===== src/rtl/kcp_pkg.sv =====
package kcp_pkg;

    typedef enum logic [1:0] {
        ST_LOCKED = 2'd0,
        ST_ARMED  = 2'd1,
        ST_OPEN   = 2'd2
    } key_state_t;

    localparam logic [7:0] KEY_ENTER    = 8'h87;
    localparam logic [7:0] KEY_EXIT     = 8'hAA;

    localparam logic [7:0] IDX_SELECT   = 8'h07;
    localparam logic [7:0] IDX_DEVID_HI = 8'h20;
    localparam logic [7:0] IDX_DEVID_LO = 8'h21;
    localparam logic [7:0] IDX_REV      = 8'h22;
    localparam logic [7:0] IDX_MFR_HI   = 8'h23;
    localparam logic [7:0] IDX_MFR_LO   = 8'h24;
    localparam logic [7:0] IDX_DEV_EN   = 8'h30;

    localparam logic [7:0] LOCKED_READ  = 8'hFF;

endpackage


===== src/rtl/kcp_unlock_fsm.sv =====
module kcp_unlock_fsm
    import kcp_pkg::*;
(
    input  logic       clk,
    input  logic       rst_n,
    input  logic       idx_wr,
    input  logic       data_wr,
    input  logic [7:0] wdata,
    output logic       open
);

    key_state_t state_q;
    key_state_t state_d;

    // State register
    always_ff @(posedge clk) begin
        if (!rst_n) begin
            state_q <= ST_LOCKED;
        end else begin
            state_q <= state_d;
        end
    end

    // Next-state logic
    always_comb begin
        state_d = state_q;
        unique case (state_q)
            ST_LOCKED: begin
                if (idx_wr && wdata == KEY_ENTER) begin
                    state_d = ST_ARMED;
                end
            end
            ST_ARMED: begin
                if (idx_wr) begin
                    state_d = (wdata == KEY_ENTER) ? ST_OPEN : ST_LOCKED;
                end else if (data_wr) begin
                    state_d = ST_LOCKED;
                end
            end
            ST_OPEN: begin
                if (idx_wr && wdata == KEY_EXIT) begin
                    state_d = ST_LOCKED;
                end
            end
            default: state_d = ST_LOCKED;
        endcase
    end

    // Output logic
    always_comb begin
        open = (state_q == ST_OPEN);
    end

    // the open state is only reached from armed on a second enter key
    assert_open_after_two_keys_R2: assert property (@(posedge clk) disable iff (!rst_n)
        (state_q == ST_OPEN && $past(state_q) != ST_OPEN) |->
            ($past(state_q) == ST_ARMED && $past(idx_wr) && $past(wdata) == KEY_ENTER));

    // the exit key always locks
    assert_exit_key_locks_R3: assert property (@(posedge clk) disable iff (!rst_n)
        (state_q == ST_OPEN && idx_wr && wdata == KEY_EXIT) |=> (state_q == ST_LOCKED));

    // a data write while armed discards the first key
    assert_data_write_disarms_R2: assert property (@(posedge clk) disable iff (!rst_n)
        (state_q == ST_ARMED && data_wr && !idx_wr) |=> (state_q == ST_LOCKED));

endmodule


===== src/rtl/kcp_global_regs.sv =====
module kcp_global_regs
    import kcp_pkg::*;
#(
    parameter logic [15:0] DEV_ID  = 16'h5A21,
    parameter logic [7:0]  DEV_REV = 8'h03,
    parameter logic [15:0] MFR_ID  = 16'h1934
)(
    input  logic       clk,
    input  logic       rst_n,
    input  logic       wr_en,
    input  logic [7:0] index,
    input  logic [7:0] wdata,
    output logic [7:0] select,
    output logic [7:0] rdata
);

    logic [7:0] select_q;

    always_ff @(posedge clk) begin
        if (!rst_n) begin
            select_q <= 8'h00;
        end else if (wr_en && index == IDX_SELECT) begin
            select_q <= wdata;
        end
    end

    assign select = select_q;

    always_comb begin
        unique case (index)
            IDX_SELECT:   rdata = select_q;
            IDX_DEVID_HI: rdata = DEV_ID[15:8];
            IDX_DEVID_LO: rdata = DEV_ID[7:0];
            IDX_REV:      rdata = DEV_REV;
            IDX_MFR_HI:   rdata = MFR_ID[15:8];
            IDX_MFR_LO:   rdata = MFR_ID[7:0];
            default:      rdata = 8'h00;
        endcase
    end

    // a write to the select register lands one cycle later
    assert_select_write_R6: assert property (@(posedge clk) disable iff (!rst_n)
        (wr_en && index == IDX_SELECT) |=> (select == $past(wdata)));

    // nothing but a select write moves the select register
    assert_select_stable_R6: assert property (@(posedge clk) disable iff (!rst_n)
        !(wr_en && index == IDX_SELECT) |=> $stable(select));

endmodule


===== src/rtl/kcp_device_bank.sv =====
module kcp_device_bank
    import kcp_pkg::*;
#(
    parameter int         NUM_LDN   = 8,
    parameter logic [7:0] BANK_BASE = 8'hF0,
    parameter int         BANK_REGS = 8,
    parameter int         WDG_LDN   = 7
)(
    input  logic                   clk,
    input  logic                   rst_n,
    input  logic                   wr_en,
    input  logic [7:0]             index,
    input  logic [7:0]             select,
    input  logic [7:0]             wdata,
    output logic [7:0]             rdata,
    output logic                   wdg_enable,
    output logic [BANK_REGS*8-1:0] wdg_regs
);

    logic [NUM_LDN-1:0][7:0]                 en_all;
    logic [NUM_LDN-1:0][BANK_REGS-1:0][7:0]  bank_all;
    logic [BANK_REGS-1:0]                    slot_hit;
    logic                                    en_hit;

    assign en_hit = (index == IDX_DEV_EN);

    for (genvar k = 0; k < BANK_REGS; k++) begin : g_slot
        assign slot_hit[k] = (index == BANK_BASE + 8'(k));
    end

    for (genvar g = 0; g < NUM_LDN; g++) begin : g_ldn
        logic                      dev_wr;
        logic [7:0]                en_q;
        logic [BANK_REGS-1:0][7:0] regs_q;

        assign dev_wr = wr_en && (select == 8'(g));

        always_ff @(posedge clk) begin
            if (!rst_n) begin
                en_q   <= 8'h00;
                regs_q <= '0;
            end else if (dev_wr) begin
                if (en_hit) begin
                    en_q <= wdata;
                end
                for (int k = 0; k < BANK_REGS; k++) begin
                    if (slot_hit[k]) begin
                        regs_q[k] <= wdata;
                    end
                end
            end
        end

        assign en_all[g]   = en_q;
        assign bank_all[g] = regs_q;
    end

    always_comb begin
        rdata = 8'h00;
        for (int g = 0; g < NUM_LDN; g++) begin
            if (select == 8'(g)) begin
                if (en_hit) begin
                    rdata = en_all[g];
                end
                for (int k = 0; k < BANK_REGS; k++) begin
                    if (slot_hit[k]) begin
                        rdata = bank_all[g][k];
                    end
                end
            end
        end
    end

    assign wdg_enable = en_all[WDG_LDN][0];
    assign wdg_regs   = bank_all[WDG_LDN];

    // a write to the watchdog device's enable register shows on wdg_enable next cycle
    assert_wdg_enable_follows_R10: assert property (@(posedge clk) disable iff (!rst_n)
        (wr_en && en_hit && select == 8'(WDG_LDN)) |=> (wdg_enable == $past(wdata[0])));

    // writes aimed at another device leave the watchdog outputs alone
    assert_wdg_isolated_R8: assert property (@(posedge clk) disable iff (!rst_n)
        (select != 8'(WDG_LDN)) |=> ($stable(wdg_enable) && $stable(wdg_regs)));

endmodule


===== src/rtl/kcp_config_port.sv =====
module kcp_config_port
    import kcp_pkg::*;
#(
    parameter int          NUM_LDN   = 8,
    parameter int          WDG_LDN   = 7,
    parameter logic [7:0]  BANK_BASE = 8'hF0,
    parameter int          BANK_REGS = 8,
    parameter logic [15:0] DEV_ID    = 16'h5A21,
    parameter logic [7:0]  DEV_REV   = 8'h03,
    parameter logic [15:0] MFR_ID    = 16'h1934
)(
    input  logic                   clk,
    input  logic                   rst_n,
    input  logic                   io_addr,
    input  logic                   io_wr,
    input  logic                   io_rd,
    input  logic [7:0]             io_wdata,
    output logic [7:0]             io_rdata,
    output logic                   wdg_enable,
    output logic [BANK_REGS*8-1:0] wdg_regs
);

    logic       idx_wr;
    logic       data_wr;
    logic       open;
    logic       reg_wr;
    logic [7:0] index_q;
    logic [7:0] select;
    logic [7:0] glob_rdata;
    logic [7:0] bank_rdata;
    logic [7:0] reg_rdata;
    logic [7:0] rdata_q;

    assign idx_wr  = io_wr && !io_addr;
    assign data_wr = io_wr && io_addr;
    assign reg_wr  = data_wr && open;

    kcp_unlock_fsm u_fsm (
        .clk     (clk),
        .rst_n   (rst_n),
        .idx_wr  (idx_wr),
        .data_wr (data_wr),
        .wdata   (io_wdata),
        .open    (open)
    );

    always_ff @(posedge clk) begin
        if (!rst_n) begin
            index_q <= 8'h00;
        end else if (idx_wr && open && io_wdata != KEY_EXIT) begin
            index_q <= io_wdata;
        end
    end

    kcp_global_regs #(
        .DEV_ID  (DEV_ID),
        .DEV_REV (DEV_REV),
        .MFR_ID  (MFR_ID)
    ) u_glob (
        .clk    (clk),
        .rst_n  (rst_n),
        .wr_en  (reg_wr),
        .index  (index_q),
        .wdata  (io_wdata),
        .select (select),
        .rdata  (glob_rdata)
    );

    kcp_device_bank #(
        .NUM_LDN   (NUM_LDN),
        .BANK_BASE (BANK_BASE),
        .BANK_REGS (BANK_REGS),
        .WDG_LDN   (WDG_LDN)
    ) u_bank (
        .clk        (clk),
        .rst_n      (rst_n),
        .wr_en      (reg_wr),
        .index      (index_q),
        .select     (select),
        .wdata      (io_wdata),
        .rdata      (bank_rdata),
        .wdg_enable (wdg_enable),
        .wdg_regs   (wdg_regs)
    );

    assign reg_rdata = (index_q < IDX_DEV_EN) ? glob_rdata : bank_rdata;

    always_ff @(posedge clk) begin
        if (!rst_n) begin
            rdata_q <= LOCKED_READ;
        end else if (io_rd) begin
            if (!open) begin
                rdata_q <= LOCKED_READ;
            end else if (!io_addr) begin
                rdata_q <= index_q;
            end else begin
                rdata_q <= reg_rdata;
            end
        end
    end

    assign io_rdata = rdata_q;

    // a closed window reads 0xFF
    assert_locked_reads_ff_R4: assert property (@(posedge clk) disable iff (!rst_n)
        (io_rd && !open) |=> (io_rdata == LOCKED_READ));

    // the select register cannot move while the window is closed
    assert_locked_no_write_R4: assert property (@(posedge clk) disable iff (!rst_n)
        !open |=> $stable(select));

    // read data holds between read strobes
    assert_rdata_hold_R5: assert property (@(posedge clk) disable iff (!rst_n)
        !io_rd |=> $stable(io_rdata));

endmodule


===== config.mk =====
export PLATFORM = sky130hd
export DESIGN_NAME = kcp_config_port
export DESIGN_NICKNAME = d
export VERILOG_FILES = /design/src/rtl/kcp_pkg.sv /design/src/rtl/kcp_unlock_fsm.sv /design/src/rtl/kcp_global_regs.sv /design/src/rtl/kcp_device_bank.sv /design/src/rtl/kcp_config_port.sv
export SDC_FILE = /design/constraint.sdc
export NUM_CORES = 2
export LEC_CHECK = 0
export CAP_MARGIN = 10
export CORE_MARGIN = 5
export CORE_UTILIZATION = 30
export DETAILED_ROUTE_END_ITERATION = 6
export DONT_BUFFER_PORTS = 1
export SYNTH_ARGS = -nofsm -noshare
export SYNTH_HDL_FRONTEND = slang
export SYNTH_SLANG_ARGS = --single-unit

===== constraint.sdc =====
create_clock -name clk -period 3.8 [get_ports clk]
set_input_delay 0.19 -clock clk [delete_from_list [all_inputs] [get_ports clk]]
set_output_delay 0.19 -clock clk [all_outputs]
set_load 0.03 [all_outputs]

==> results by group <==
Timing
  • Relative slew slack: 17.8%
  • Fin crit period: 3.84 ns
  • Period utilization: 101%
  • Worst setup margin: -0.0436 ns
  • Unrepaired setup endpoints after global routing: yes
  • F_max: 260 MHz
  • Setup_tns: -0.0467 ns
  • Clock skew: 0.0319 ns
  • Final hold vios: 0
  • Setup Viol. Count Final: 2
  • Worst slew pin tran: between 1 and 1.5 ns
  • Max-slew violation total from the final report: 0

Placed design
  • HPWL after DPL: 87700 um
  • PortBufs: 0
  • Area post-placement: 30600 um2
  • Cells after DPL: 4897
  • Routability cong.: 1.03
  • Worst Setup Slack post-DPL: 0.210 ns

Floorplan
  • Top-level I/O count: 86
  • Die X-Extent: 322 um
  • DIE HEIGHT: 322 um
  • Row cnt: between 100 and 150
  • Die area: between 100000 and 150000 um2
  • Starting Density: 30.2%
  • Core footprint: around 97000 um2

Route
  • Via density: 5.73
  • Routed WL per cell: between 20 and 30 um
  • Drt initial violations: roughly 4800
  • DR vias: 30552
  • ANT nets after route: 0
  • Final wirelength: 138000 um
  • Drt drc: 0
  • Pre-Repair DR Iteration Count: 6

Synthesis
  • FFs w/ async S/R, synth: 0%
  • Seq/Total Area, Yosys: 41.3%
  • Yosys Warn Count: 0
  • Yosys top cell area share: ~41%
  • Yosys top cell by area: dfxtp_1
  • Synth top area cells: dfxtp_1, nand2_1, a21boi_0, clkbuf_1, o21ai_0
  • Post-synth cell types: 82
  • Most instantiated library cell after synthesis: nand2_1
  • Mapped Nets: 3804
  • Mapped Cells: 3791
  • Synth Cell Area: 29200 um2
  • Synth Area per Inst: 7.70 um2
  • Top cells by count, synth: nand2_1, dfxtp_1, a21boi_0
  • Primary FF master, synth: dfxtp_1
  • Seq cells post-synth: about 600
  • EDFF count, synth: 0

GRT
  • Grt total ovfl: 0
  • First-pass GRT wire length: between 150000 and 200000 um
  • Largest net degree at the start of global routing: about 300
  • Vias in the first global route: 28210
  • Total Routing Usage GR: between 20% and 30%
  • Initial antenna violation count: 4

Critical path
  • Worst-path fanout max: 9
  • Crit end category: flop
  • End of the worst register-to-register path: u_bank.bank_all[203]
  • Worst EP required: 4.37 ns
  • Slowest-stage cell, CP: nor2_1
  • Slowest stage delay, CP: 0.84 ns
  • Worst r2r path cells: 8
  • Crit-path cells: or4_4 -> nor4b_4 -> and2_1 -> nand2_1 -> nor2_1 -> nand2_1 -> a21boi_0 -> dlygate4sd3_1
  • RR Startpoint: u_glob.select[4]
  • Register-to-register setup slack: -0.04 ns
  • CP Buf/Inv Count: 1
  • Crit path top cell by count: nand2_1
  • Crit path kind: flop to flop
  • CP arrival: 4.41 ns
  • Gate family responsible for the most delay along the worst path: simple AND/OR/NAND/NOR gates
  • Startpoint Class: flop

Min path
  • Hold Path Origin: io_wr
  • Hold Crit Class: primary input to flop
  • Hold EP: index_q[5]
  • Hold path cells: 3

Clock network
  • Root buffer cell: clkbuf_16
  • # clock sinks: 602
  • Clk slew on worst S/H paths: 0.06 ns
  • Bufs on Longest Clock Path: 3
  • TritonCTS clock tree: yes
  • CTS Buf Count: 70
  • Worst skew pair latency: between 0.6 and 0.7 ns
  • Total number of H-tree levels: 3

Pwr
  • Leak: 12.1 nW
  • Worst ir drop on vdd: 0.296 mV
  • PwrDens: 375 nW/um2

Cells and area
  • Layout cells sized above 1: 8.59%
  • Final Util: 37.5%
  • P&R area growth vs syn: 23.9%
  • Fin cells: 5330
  • Fin area: 36200 um2
  • Total Nets Final: 4011

Status
  • Status: complete, but fails checks
  • Failing checks: setup timing

Job
  • Max-cap violations: 0
==> power breakdown <==
part           internal [mW]  total [mW]  switching, mW
registers               6.31        6.31     0.00000963
logic                  0.119       0.345          0.226
clock network           4.01        6.90           2.89
total                   10.4        13.6           3.12
==> metrics by stage <==
stage / hold slack (ns) / total power [mW]
after global routing: 0.0615 / 13.8
after detailed placement: 0.361 / 6.53
after CTS: 0.0171 / 13.6
after floorplan: 0.436 / 6.67
final: 0.0615 / 13.6
after global placement: 0.351 / 6.53
==> layer usage <==
layer	share of wire [%]	vias up	wire length, um	GRT usage [%]
met5	0	-	0	0
met4	5.8	0	7990	11.8
met3	12	432	16000	6.58
met2	42	1957	58200	37.5
met1	40	14681	55400	33.9
li1	-	13482	-	-
==> placed cells by master, fill, tap and decap left out, drive strengths merged, types with 26 or more instances in the layout <==
| master | netlist | final |
|---|---|---|
| clkbuf | 210 | 110 |
| buf | 121 | 170 |
| nand3 | 44 | 44 |
| o22ai | 60 | 60 |
| a221oi | 26 | 26 |
| o221ai | 27 | 27 |
| a21boi | 585 | 585 |
| nand2 | 1265 | 1265 |
| a21oi | 106 | 106 |
| dlygate4sd3 | 0 | 296 |
| mux2i | 39 | 39 |
| a22oi | 32 | 32 |
| dfxtp | 602 | 602 |
| nor3 | 30 | 30 |
| nor2 | 174 | 174 |
| o21ai | 159 | 159 |
==> registers in the layout, indices dropped and copies added, names as in the netlist <==
register,count
index_q,8
io_rdata,8
u_bank.bank_all,448
u_bank.g_ldn.en_q,64
u_bank.wdg_regs,64
u_fsm.state_q,2
u_glob.select,8
==> final cells by class <==
cell class	instances	area, um2
tap	1276	1600
antenna	2	5.00
fill	9860	60400
clock inverter	16	228
inverter	7	26.3
sequential	602	12100
multi-input combinational	2851	15700
timing repair buffer	466	4510
clock buffer	110	2080
==> tightest hold or removal path, cell delays in order <==
cell and delay (ns):
nor2b_1 0.14, nand2_1 0.12, o221a_2 0.20
==> what timing repair did <==
| item | in CTS | in global routing |
|---|---|---|
| hold endpoints to repair | 597 | 0 |
| setup endpoints to repair | 0 | 77 |
| setup buffers | 0 | 0 |
| hold buffers | 305 | 0 |
| gates resized for setup | 0 | 9 |
==> kinds of logic (layout without fill, tap and decap cells) <==
group | Yosys count | in the layout | share of synthesized area (%)
flops | 602 | 602 | 41.3
other cells | 0 | 2 | 0
mux | 66 | 66 | 2.61
compound gates | 1165 | 1165 | 28.2
buf+inv | 338 | 599 | 5.40
simple gates | 1620 | 1620 | 22.5
==> worst max-delay path by stage <==
stage,startpoint,to,slack (ns),cells after the start
global route,u_glob.select[4],u_bank.bank_all[200],-0.04,8
CTS,u_glob.select[4],u_bank.bank_all[74],0.03,9
finish,u_glob.select[4],u_bank.bank_all[203],-0.04,8
detailed placement,u_glob.select[4],io_rdata[2],0.21,10
global placement,u_glob.select[4],io_rdata[2],0.18,10
floorplan,u_glob.select[4],io_rdata[0],1.15,11
No activity file was read; power rests on OpenSTA's default activity.
